`src/rtl/vand_pkg.sv`:
```
package vand_pkg;

  // Lane width selector carried on elem_code
  typedef enum logic [1:0] {
    LANE_B8  = 2'b00,
    LANE_B16 = 2'b01,
    LANE_B32 = 2'b10,
    LANE_B64 = 2'b11
  } lane_code_e;

  localparam int NUM_CODES = 4;

  // bytes per lane for a given code index
  function automatic int lane_bytes(input int code);
    return 1 << code;
  endfunction

endpackage

```
`src/rtl/vand_lane_enable.sv`:
```
// Expands the per-byte predicate into a per-byte enable for the chosen lane
// width: each byte follows the predicate bit of its lane's lowest byte.
module vand_lane_enable #(
  parameter int PW = 32
) (
  input  logic [1:0]    elem_code,
  input  logic [PW-1:0] pred_mask,
  output logic [PW-1:0] byte_en,
  output logic          any_en
);
  import vand_pkg::*;

  logic [PW-1:0] en_by_code [NUM_CODES];

  for (genvar c = 0; c < NUM_CODES; c++) begin : g_code
    for (genvar i = 0; i < PW; i++) begin : g_byte
      localparam int LEAD = (i / lane_bytes(c)) * lane_bytes(c);
      assign en_by_code[c][i] = pred_mask[LEAD];
    end
  end

  always_comb begin
    unique case (lane_code_e'(elem_code))
      LANE_B8:  byte_en = en_by_code[0];
      LANE_B16: byte_en = en_by_code[1];
      LANE_B32: byte_en = en_by_code[2];
      LANE_B64: byte_en = en_by_code[3];
      default:  byte_en = '0;
    endcase
  end

  assign any_en = |byte_en;

endmodule

```
`src/rtl/vand_merge_core.sv`:
```
// Byte-sliced AND with merge: enabled bytes take a & b, others keep a.
module vand_merge_core #(
  parameter int VL = 256,
  localparam int PW = VL / 8
) (
  input  logic [VL-1:0] vec_a,
  input  logic [VL-1:0] vec_b,
  input  logic [PW-1:0] byte_en,
  input  logic          any_en,
  output logic [VL-1:0] merged
);
  logic [VL-1:0] b_eff;

  // second operand forced to zero when nothing is enabled
  assign b_eff = any_en ? vec_b : '0;

  for (genvar i = 0; i < PW; i++) begin : g_slice
    assign merged[8*i +: 8] = byte_en[i] ? (vec_a[8*i +: 8] & b_eff[8*i +: 8])
                                         : vec_a[8*i +: 8];
  end

endmodule

```
`src/rtl/vpred_and_merge.sv`:
```
// Top: predicated merging vector AND with one register stage.
// VL must be a multiple of 128 and no larger than 2048.
module vpred_and_merge #(
  parameter int VL = 256,
  localparam int PW = VL / 8
) (
  input  logic          clk,
  input  logic          rst,
  input  logic          in_valid,
  input  logic [1:0]    elem_code,
  input  logic [VL-1:0] vec_a,
  input  logic [VL-1:0] vec_b,
  input  logic [PW-1:0] pred_mask,
  output logic          out_valid,
  output logic [VL-1:0] out_vec
);
  logic [PW-1:0] byte_en;
  logic          any_en;
  logic [VL-1:0] merged;

  vand_lane_enable #(.PW(PW)) i_enable (
    .elem_code (elem_code),
    .pred_mask (pred_mask),
    .byte_en   (byte_en),
    .any_en    (any_en)
  );

  vand_merge_core #(.VL(VL)) i_core (
    .vec_a   (vec_a),
    .vec_b   (vec_b),
    .byte_en (byte_en),
    .any_en  (any_en),
    .merged  (merged)
  );

  always_ff @(posedge clk) begin
    if (rst) begin
      out_valid <= 1'b0;
      out_vec   <= '0;
    end else begin
      out_valid <= in_valid;
      if (in_valid) out_vec <= merged;
    end
  end

endmodule

```
`config.mk`:
```
export PLATFORM = sky130hd
export DESIGN_NAME = vpred_and_merge
export DESIGN_NICKNAME = d
export VERILOG_FILES = /design/src/rtl/vand_pkg.sv /design/src/rtl/vand_lane_enable.sv /design/src/rtl/vand_merge_core.sv /design/src/rtl/vpred_and_merge.sv
export SDC_FILE = /design/constraint.sdc
export NUM_CORES = 1
export LEC_CHECK = 0
export BUFFER_PORTS_ARGS = -buffer_cell sky130_fd_sc_hd__buf_2
export CAP_MARGIN = 0
export CORE_AREA = 3 3 315 317
export CTS_CLUSTER_DIAMETER = 100
export DETAILED_ROUTE_END_ITERATION = 8
export DIE_AREA = 0 0 318 320
export GPL_ROUTABILITY_DRIVEN = 0
export PLACE_DENSITY_LB_ADDON = 0.05
export SLEW_MARGIN = 20
export SYNTH_ARGS = -nofsm -noshare
export SYNTH_HDL_FRONTEND = slang
export SYNTH_SLANG_ARGS = --single-unit
```
`constraint.sdc`:
```
create_clock -name clk -period 1.2 [get_ports clk]
set_input_delay 0 -clock clk [delete_from_list [all_inputs] [get_ports clk]]
set_output_delay 0 -clock clk [all_outputs]
set_load 0.02 [all_outputs]
```
==> run summary, run 1 <==
Sorting the synthesized cells by area gives the leading types as sky130_fd_sc_hd__dfxtp_1 40%, sky130_fd_sc_hd__nand3b_1 7.4%, sky130_fd_sc_hd__nand2_1 5.7%. The number of antenna violations at the first check in global routing came out at 26. The number of flops mapped to enable cells by yosys is 0. The part of the cycle the worst path needs came out at 0.965.

Relative to the synthesized area, the layout overhead comes to 109%. The number of clock sinks is 257. The starting density of the core is 0.135. The max-slew violation total from the final report is 0. The number of global-route vias before repair is 18200. The tightest min-delay check is of the input port to register type.

The fraction of synthesis flops using an asynchronous set or reset pin came out at 0. The total wirelength of the detailed-routed design came out at 84.0 mm. Counting flops and latches in the post-synthesis netlist gives 257. The first-pass GRT wire length is 121 mm. TritonCTS built the clock tree. The detailed router placed 17300 vias in this run. The number of endpoints failing setup at the final stage is 0.

The critical path required time is 1710 ps. In the final routed layout, each cell accounts on average for 19.9 um. During synthesis, Yosys emitted a total of 0 warnings. The violation count after the first detailed-routing iteration is 697.

The largest stage delay on the critical path came out at 570 ps. After filler insertion, the fill cell instance count of the layout stands at 10500. Hold is met by 23.9 ps. Max-cap violations in this run came to 0.

The height of the chip is 320 um. In this run the number of H-tree levels came out at 2. The worst setup path is captured at a register. The global router's overall resource usage is 0.158. The proportion of netlist area held by the largest area contributor came out at 0.395.

The full die area is 102000 sq um. The proportion of layout cells with a drive suffix above 1 is 0.378. The global route total overflow came out at 0. STA classifies the critical path startpoint as an input port.

Derived from the worst setup path, the maximum achievable clock frequency is 0.863 GHz. After clock tree synthesis, the clock-pin slew on the worst setup and hold paths is 50 ps. The count of port buffers added during placement is 805. The setup path with the least slack is of type input port to register. The placeable core area came out at 96600 sq um. The DRC violations left is 0. After synthesis, the most frequently instantiated cells are 257 x sky130_fd_sc_hd__dfxtp_1, 197 x sky130_fd_sc_hd__nand2_1, 128 x sky130_fd_sc_hd__a21oi_1, 128 x sky130_fd_sc_hd__nand3b_1, 109 x sky130_fd_sc_hd__clkbuf_1. After technology mapping, the gate count stands at 1452. For this design the static power due to leakage is 11.6 nW.

The prevailing post-synth register cell is sky130_fd_sc_hd__dfxtp_1. The cell area that synthesis handed to floorplanning was 13000 sq um. The summed area of non-filler cells in the final layout came out at 27200 sq um. The mean instance size in the synthesized netlist came out at 8.96 sq um. For the pin with the worst max-slew slack, the measured transition is 735 ps. The post-layout net count is 3453. For the final database, setup skew stands at 0 ps. Measured on the finished design, the core utilization comes to 0.282. Of the total synthesized cell area, the portion taken by XOR and XNOR cells is 0. The clock passes through at most 3 buffers. The horizontal die dimension came out at 318 um. The maximum fanout encountered on the critical timing path came out at 8. The average via count per standard cell came out at 4.09. The share of the yosys chip area belonging to registers came out at 0.395. The worst max-slew margin expressed relative to the limit came out at 0.509. For this run, the detailed router's first-pass iteration total came to 5. The synthesized-area fraction occupied by and/or/nand/nor cells is 0.231. In the post-synthesis netlist, the cell with the most instances is sky130_fd_sc_hd__dfxtp_1. The compound-cell area share of the yosys netlist came out at 0.283. The number of unique standard cell types used by synthesis came out at 36.

Of the total synthesized cell area, the portion taken by full adders, half adders and majority gates is 0. The flow ran to the end, and the final reports show no timing, DRC or antenna violations. Setup repair after global routing left no endpoint under its margin.

The signal on the critical path passes through buf_4, buf_6, mux2i_4, o21ai_1, o22ai_1, dlygate4sd3_1. The top-level port count is 806. The post-synthesis cell type with the largest combined area is sky130_fd_sc_hd__dfxtp_1. The area after detailed placement is 19600 sq um.

The clock period could shrink to 1160 ps. Detailed placement finished with a half-perimeter wire length of 64.6 mm. In this run the clock root is driven by a sky130_fd_sc_hd__clkbuf_16. The slowest stage of the critical path belongs to the cell sky130_fd_sc_hd__dlygate4sd3_1.

By area, the combinational part of the netlist is dominated by compound AO/OA/AOI/OAI gates. The clock latency on the worst-skew pair came out at 570 ps. The pin count of the biggest net entering global routing came out at 64.

The number of routed nets with antenna violations is 0. For this design the ratio of total power to cell area is 1070 nW/um^2. In this run the core area contains 114 standard-cell rows.

The final number of hold-violating endpoints is 0. The proportion of synthesized area in mux cells came out at 0.0335. The number of nets produced by synthesis came out at 2001. The worst supply voltage drop on vdd came out at 0.000762 V. Data on the critical path arrives at its endpoint at 1670 ps. The total CTS buffers is 39.
==> sequential cells by signal, summed over array words and instances (netlist names) <==
signal	cells
out_valid	1
out_vec	256
==> worst max-delay path, delay by kind of cell <==
family	cells	cell delay [ps]
AO/OA/AOI/OAI	2	350
multiplexers	1	380
buffers and inverters	3	930
==> final cells by class <==
class                   instances  area [sq um]  area share
clock inverters                10           194     0.00712
diodes                         10          25.0    0.000919
flip-flops and latches        257          5150       0.189
clock buffers                  58          1150      0.0422
well taps                    1276          1600      0.0586
multi-input cells            1017          7140       0.262
inverters                      38           150     0.00551
repair buffers               1551         11800       0.434
==> power by group <==
| part | switching [mW] | internal (mW) | total (mW) |
|---|---|---|---|
| sequential | 0.278 | 9.09 | 9.37 |
| clock | 4.70 | 7.68 | 12.4 |
| combinational | 3.61 | 3.69 | 7.30 |
| total | 8.60 | 20.5 | 29.1 |
==> placed cells by master, fill, tap and decap left out, drive strengths merged <==
| master | netlist | layout |
|---|---|---|
| bufinv | 0 | 5 |
| clkbuf | 109 | 59 |
| dfxtp | 257 | 257 |
| nand3 | 4 | 4 |
| nand2 | 197 | 197 |
| inv | 38 | 40 |
| clkinv | 0 | 3 |
| nand2b | 96 | 96 |
| a41oi | 32 | 32 |
| mux2i | 20 | 20 |
| o21ai | 40 | 40 |
| or3b | 4 | 4 |
| nor3b | 32 | 32 |
| nand4 | 64 | 64 |
| a21o | 32 | 32 |
| buf | 31 | 937 |
| a21bo | 4 | 4 |
| nor2 | 4 | 4 |
| o31ai | 96 | 96 |
| o22ai | 32 | 32 |
| dlygate4sd3 | 0 | 613 |
| o211ai | 32 | 32 |
| nand3b | 128 | 128 |
| mux4 | 4 | 4 |
| diode | 0 | 10 |
| a21oi | 132 | 132 |
| o311ai | 64 | 64 |
==> worst paths after layout <==
kind                  end    startpoint  cells past startpoint  slack, ps
max          out_vec[213]  elem_code[1]                      6         40
min           out_vec[20]     vec_b[20]                      4         20
max reg2reg  out_vec[213]  out_vec[213]                      3         50
min reg2reg   out_vec[57]   out_vec[57]                      2        460
==> cells by family after synthesis <==
group | after synthesis
buffers and inverters | 178
AND/OR/NAND/NOR | 529
multiplexers | 24
flip-flops | 257
AO/OA/AOI/OAI | 464
==> routing by layer <==
layer  part of all wire  global-route usage  routed length, um
met2               0.51               0.284              42600
met4              0.028              0.0497               2360
met1               0.40               0.180              33700
met5             0.0015                   0                130
met3              0.062              0.0435               5220
==> repair_timing <==
action | 4_1_cts | 5_1_grt
hold buffers | 613 | 1
resized for setup | 16 | 5
endpoints found under the hold margin | 256 | 1
setup buffers | 0 | 3
endpoints found under the setup margin | 12 | 19
pin swaps | 0 | 1
==> per-stage QoR <==
| step | TNS [ps] | total power [mW] | cells | worst slack (ps) |
|---|---|---|---|---|
| 2_1_floorplan | 0 | 12.2 | 1452 | 41.6 |
| 3_3_place_gp | -32970 | 15.3 | 3523 | -331 |
| 3_5_place_dp | -34590 | 15.3 | 3523 | -336 |
| 4_1_cts | 0 | 29.9 | 4204 | 3.31 |
| 5_1_grt | 0 | 30.6 | 4212 | 4.83 |
| 6_report | 0 | 29.1 | 4217 | 41.5 |
No activity file was read; power rests on OpenSTA's default activity.
==> run 2, diff against run 1 <==
--- a/config.mk
+++ b/config.mk
@@ -5,12 +5,12 @@
 export SDC_FILE = /design/constraint.sdc
 export NUM_CORES = 1
 export LEC_CHECK = 0
-export BUFFER_PORTS_ARGS = -buffer_cell sky130_fd_sc_hd__buf_2
 export CAP_MARGIN = 0
-export CORE_AREA = 3 3 315 317
+export CORE_AREA = 3 3 309 311
 export CTS_CLUSTER_DIAMETER = 100
 export DETAILED_ROUTE_END_ITERATION = 8
-export DIE_AREA = 0 0 318 320
+export DIE_AREA = 0 0 312 314
+export DONT_BUFFER_PORTS = 1
 export GPL_ROUTABILITY_DRIVEN = 0
 export PLACE_DENSITY_LB_ADDON = 0.05
 export SLEW_MARGIN = 20
==> run 2 against run 1 <==
The flow now stops in clock tree synthesis. Area after synthesis unchanged. Synthesized cell count unchanged.
==> run summary, run 2 <==
The flow did not finish. It got as far as clock tree synthesis and failed there. The first error in the log reads "[ERROR RSZ-0060] Max buffer count reached". The total CTS buffers is 38 (-2.6%).

The CTS H-tree depth came to 2 (unchanged). The fraction of synthesis flops using an asynchronous set or reset pin came out at 0 (unchanged). The top-level port count came out at 806 (unchanged).

The post-CTS repair timing setup buffer count is 0 (unchanged). The number of register bits inferred by synthesis came out at 257 (unchanged). The synthesized cell area came out at 13000 sq um (unchanged).

The share of the yosys chip area belonging to registers is 0.395 (unchanged). The area after detailed placement is 15400 sq um (-22%). The maximum root-to-sink buffer count was 3 (unchanged). The number of unique standard cell types used by synthesis came to 36 (unchanged). The number of nets produced by synthesis is 2001 (unchanged). The post-cts repair resize count came out at 3 (-13). The number of rows created at floorplan is 112 (-1.8%). Sorting the synthesized cells by area gives the leading types as sky130_fd_sc_hd__dfxtp_1 40%, sky130_fd_sc_hd__nand3b_1 7.4%, sky130_fd_sc_hd__nand2_1 5.7%. The count of port buffers added during placement is 0 (-100%).

The most frequently used cell type in the post-synthesis netlist is sky130_fd_sc_hd__dfxtp_1. The height of the chip is 314 um (-1.9%). The proportion of netlist area held by the largest area contributor came out at 0.395 (unchanged). The number of clock sinks is 257 (unchanged).

In the synthesized netlist, the cells that appear most often are 257 x sky130_fd_sc_hd__dfxtp_1, 197 x sky130_fd_sc_hd__nand2_1, 128 x sky130_fd_sc_hd__a21oi_1, 128 x sky130_fd_sc_hd__nand3b_1, 109 x sky130_fd_sc_hd__clkbuf_1. CTS placed an instance of sky130_fd_sc_hd__clkbuf_16 at the clock tree root. The starting density of the core came to 0.140 (+0.00509). The number of warning messages in the yosys log was 0 (unchanged). The mean instance size in the synthesized netlist is 8.96 sq um (unchanged). The number of hold buffers added after cts was 561 (-8.5%). The horizontal die dimension came out at 312 um (-1.9%). The cell count after placement came out at 2737 (-22%).

The HPWL after detailed placement is 53.4 mm (-17%). The post-synthesis cell count came out at 1452 (unchanged). The prevailing post-synth register cell is sky130_fd_sc_hd__dfxtp_1. The post-synthesis cell type with the largest combined area is sky130_fd_sc_hd__dfxtp_1. The number of flops mapped to enable cells by yosys is 0 (unchanged).
==> run 2: cell families after synthesis <==
family                 after synthesis  share of synthesized area
AOI/OAI and AO/OA                  464                      0.283
and+or+nand+nor                    529                      0.231
muxes                               24                     0.0335
DFF                                257                      0.395
buffers and inverters              178                     0.0569
==> run 2: metrics by stage <==
stage,TNS [ps],setup WS [ps]
floorplan,0,41.6
global placement,-561,-67.4
detailed placement,-499,-75.4
==> run 3, diff against run 2 <==
--- a/config.mk
+++ b/config.mk
@@ -6,13 +6,12 @@
 export NUM_CORES = 1
 export LEC_CHECK = 0
 export CAP_MARGIN = 0
-export CORE_AREA = 3 3 309 311
-export CTS_CLUSTER_DIAMETER = 100
+export CORE_AREA = 3 3 312 314
 export DETAILED_ROUTE_END_ITERATION = 8
-export DIE_AREA = 0 0 312 314
+export DIE_AREA = 0 0 315 317
 export DONT_BUFFER_PORTS = 1
 export GPL_ROUTABILITY_DRIVEN = 0
-export PLACE_DENSITY_LB_ADDON = 0.05
+export PLACE_DENSITY_LB_ADDON = 0.15
 export SLEW_MARGIN = 20
 export SYNTH_ARGS = -nofsm -noshare
 export SYNTH_HDL_FRONTEND = slang
==> constraint.sdc (replaced) <==
create_clock -name clk -period 1.56 [get_ports clk]
set_input_delay 0 -clock clk [delete_from_list [all_inputs] [get_ports clk]]
set_output_delay 0 -clock clk [all_outputs]
set_load 0.02 [all_outputs]
==> run 3 against run 2 <==
The flow again stops in clock tree synthesis. Area after synthesis did not move. Synthesized cell count unchanged.
==> run summary, run 3 <==
The run stopped with a tool error. The CTS H-tree depth was 2 (unchanged). The number of register bits inferred by synthesis is 257 (unchanged).

Sorting the synthesized cells by how often they occur yields 257 x sky130_fd_sc_hd__dfxtp_1, 197 x sky130_fd_sc_hd__nand2_1, 128 x sky130_fd_sc_hd__a21oi_1, 128 x sky130_fd_sc_hd__nand3b_1, 109 x sky130_fd_sc_hd__clkbuf_1. The post-synthesis cell count came to 1452 (unchanged). The fraction of synthesis flops using an asynchronous set or reset pin is 0 (unchanged).

In the post-synthesis netlist, the biggest area contributors are sky130_fd_sc_hd__dfxtp_1 40%, sky130_fd_sc_hd__nand3b_1 7.4%, sky130_fd_sc_hd__nand2_1 5.7%. The post-CTS repair timing setup buffer count came out at 0 (unchanged). The first error in the log reads "[ERROR RSZ-0060] Max buffer count reached". The root buffer selected by CTS is sky130_fd_sc_hd__clkbuf_16. The number of hold buffers added after cts was 534 (-4.8%). The proportion of netlist area held by the largest area contributor is 0.395 (unchanged).

The starting density of the core was 0.137 (-0.00268). The total CTS buffers is 37 (-2.6%). The horizontal die dimension is 315 um (+0.96%). The synthesized cell area is 13000 sq um (unchanged).

The mean instance size in the synthesized netlist came to 8.96 sq um (unchanged). The height of the chip came to 317 um (+0.96%). The stage where the flow stopped is clock tree synthesis. The number of warning messages in the yosys log is 0 (unchanged).

The most common cell in the synthesized netlist is sky130_fd_sc_hd__dfxtp_1. The number of unique standard cell types used by synthesis is 36 (unchanged). The number of nets produced by synthesis came out at 2001 (unchanged). The number of rows created at floorplan is 113 (+0.89%). The maximum root-to-sink buffer count is 3 (unchanged).

The count of port buffers added during placement came out at 0 (unchanged). The number of flops mapped to enable cells by yosys is 0 (unchanged). The share of the yosys chip area belonging to registers is 0.395 (unchanged). Of all cell types, the one taking the most synthesized area is sky130_fd_sc_hd__dfxtp_1. The top-level port count is 806 (unchanged). The post-cts repair resize count is 0 (-3). The prevailing post-synth register cell is sky130_fd_sc_hd__dfxtp_1. The number of clock sinks was 257 (unchanged). The HPWL after detailed placement is 48.0 mm (-10%).
-- run 3: logic make-up after synthesis --
| group | count (synthesis) | synth area share |
|---|---|---|
| AND/OR/NAND/NOR | 529 | 0.231 |
| AO/OA/AOI/OAI | 464 | 0.283 |
| flip-flops | 257 | 0.395 |
| buffers and inverters | 178 | 0.0569 |
| multiplexers | 24 | 0.0335 |
-- run 3: metrics by stage --
step	worst slack, ps	area (sq um)	hold WS [ps]	cells
after floorplan	402	13000	148	1452
after global placement	289	14200	141	2602
after detailed placement	282	14200	154	2602
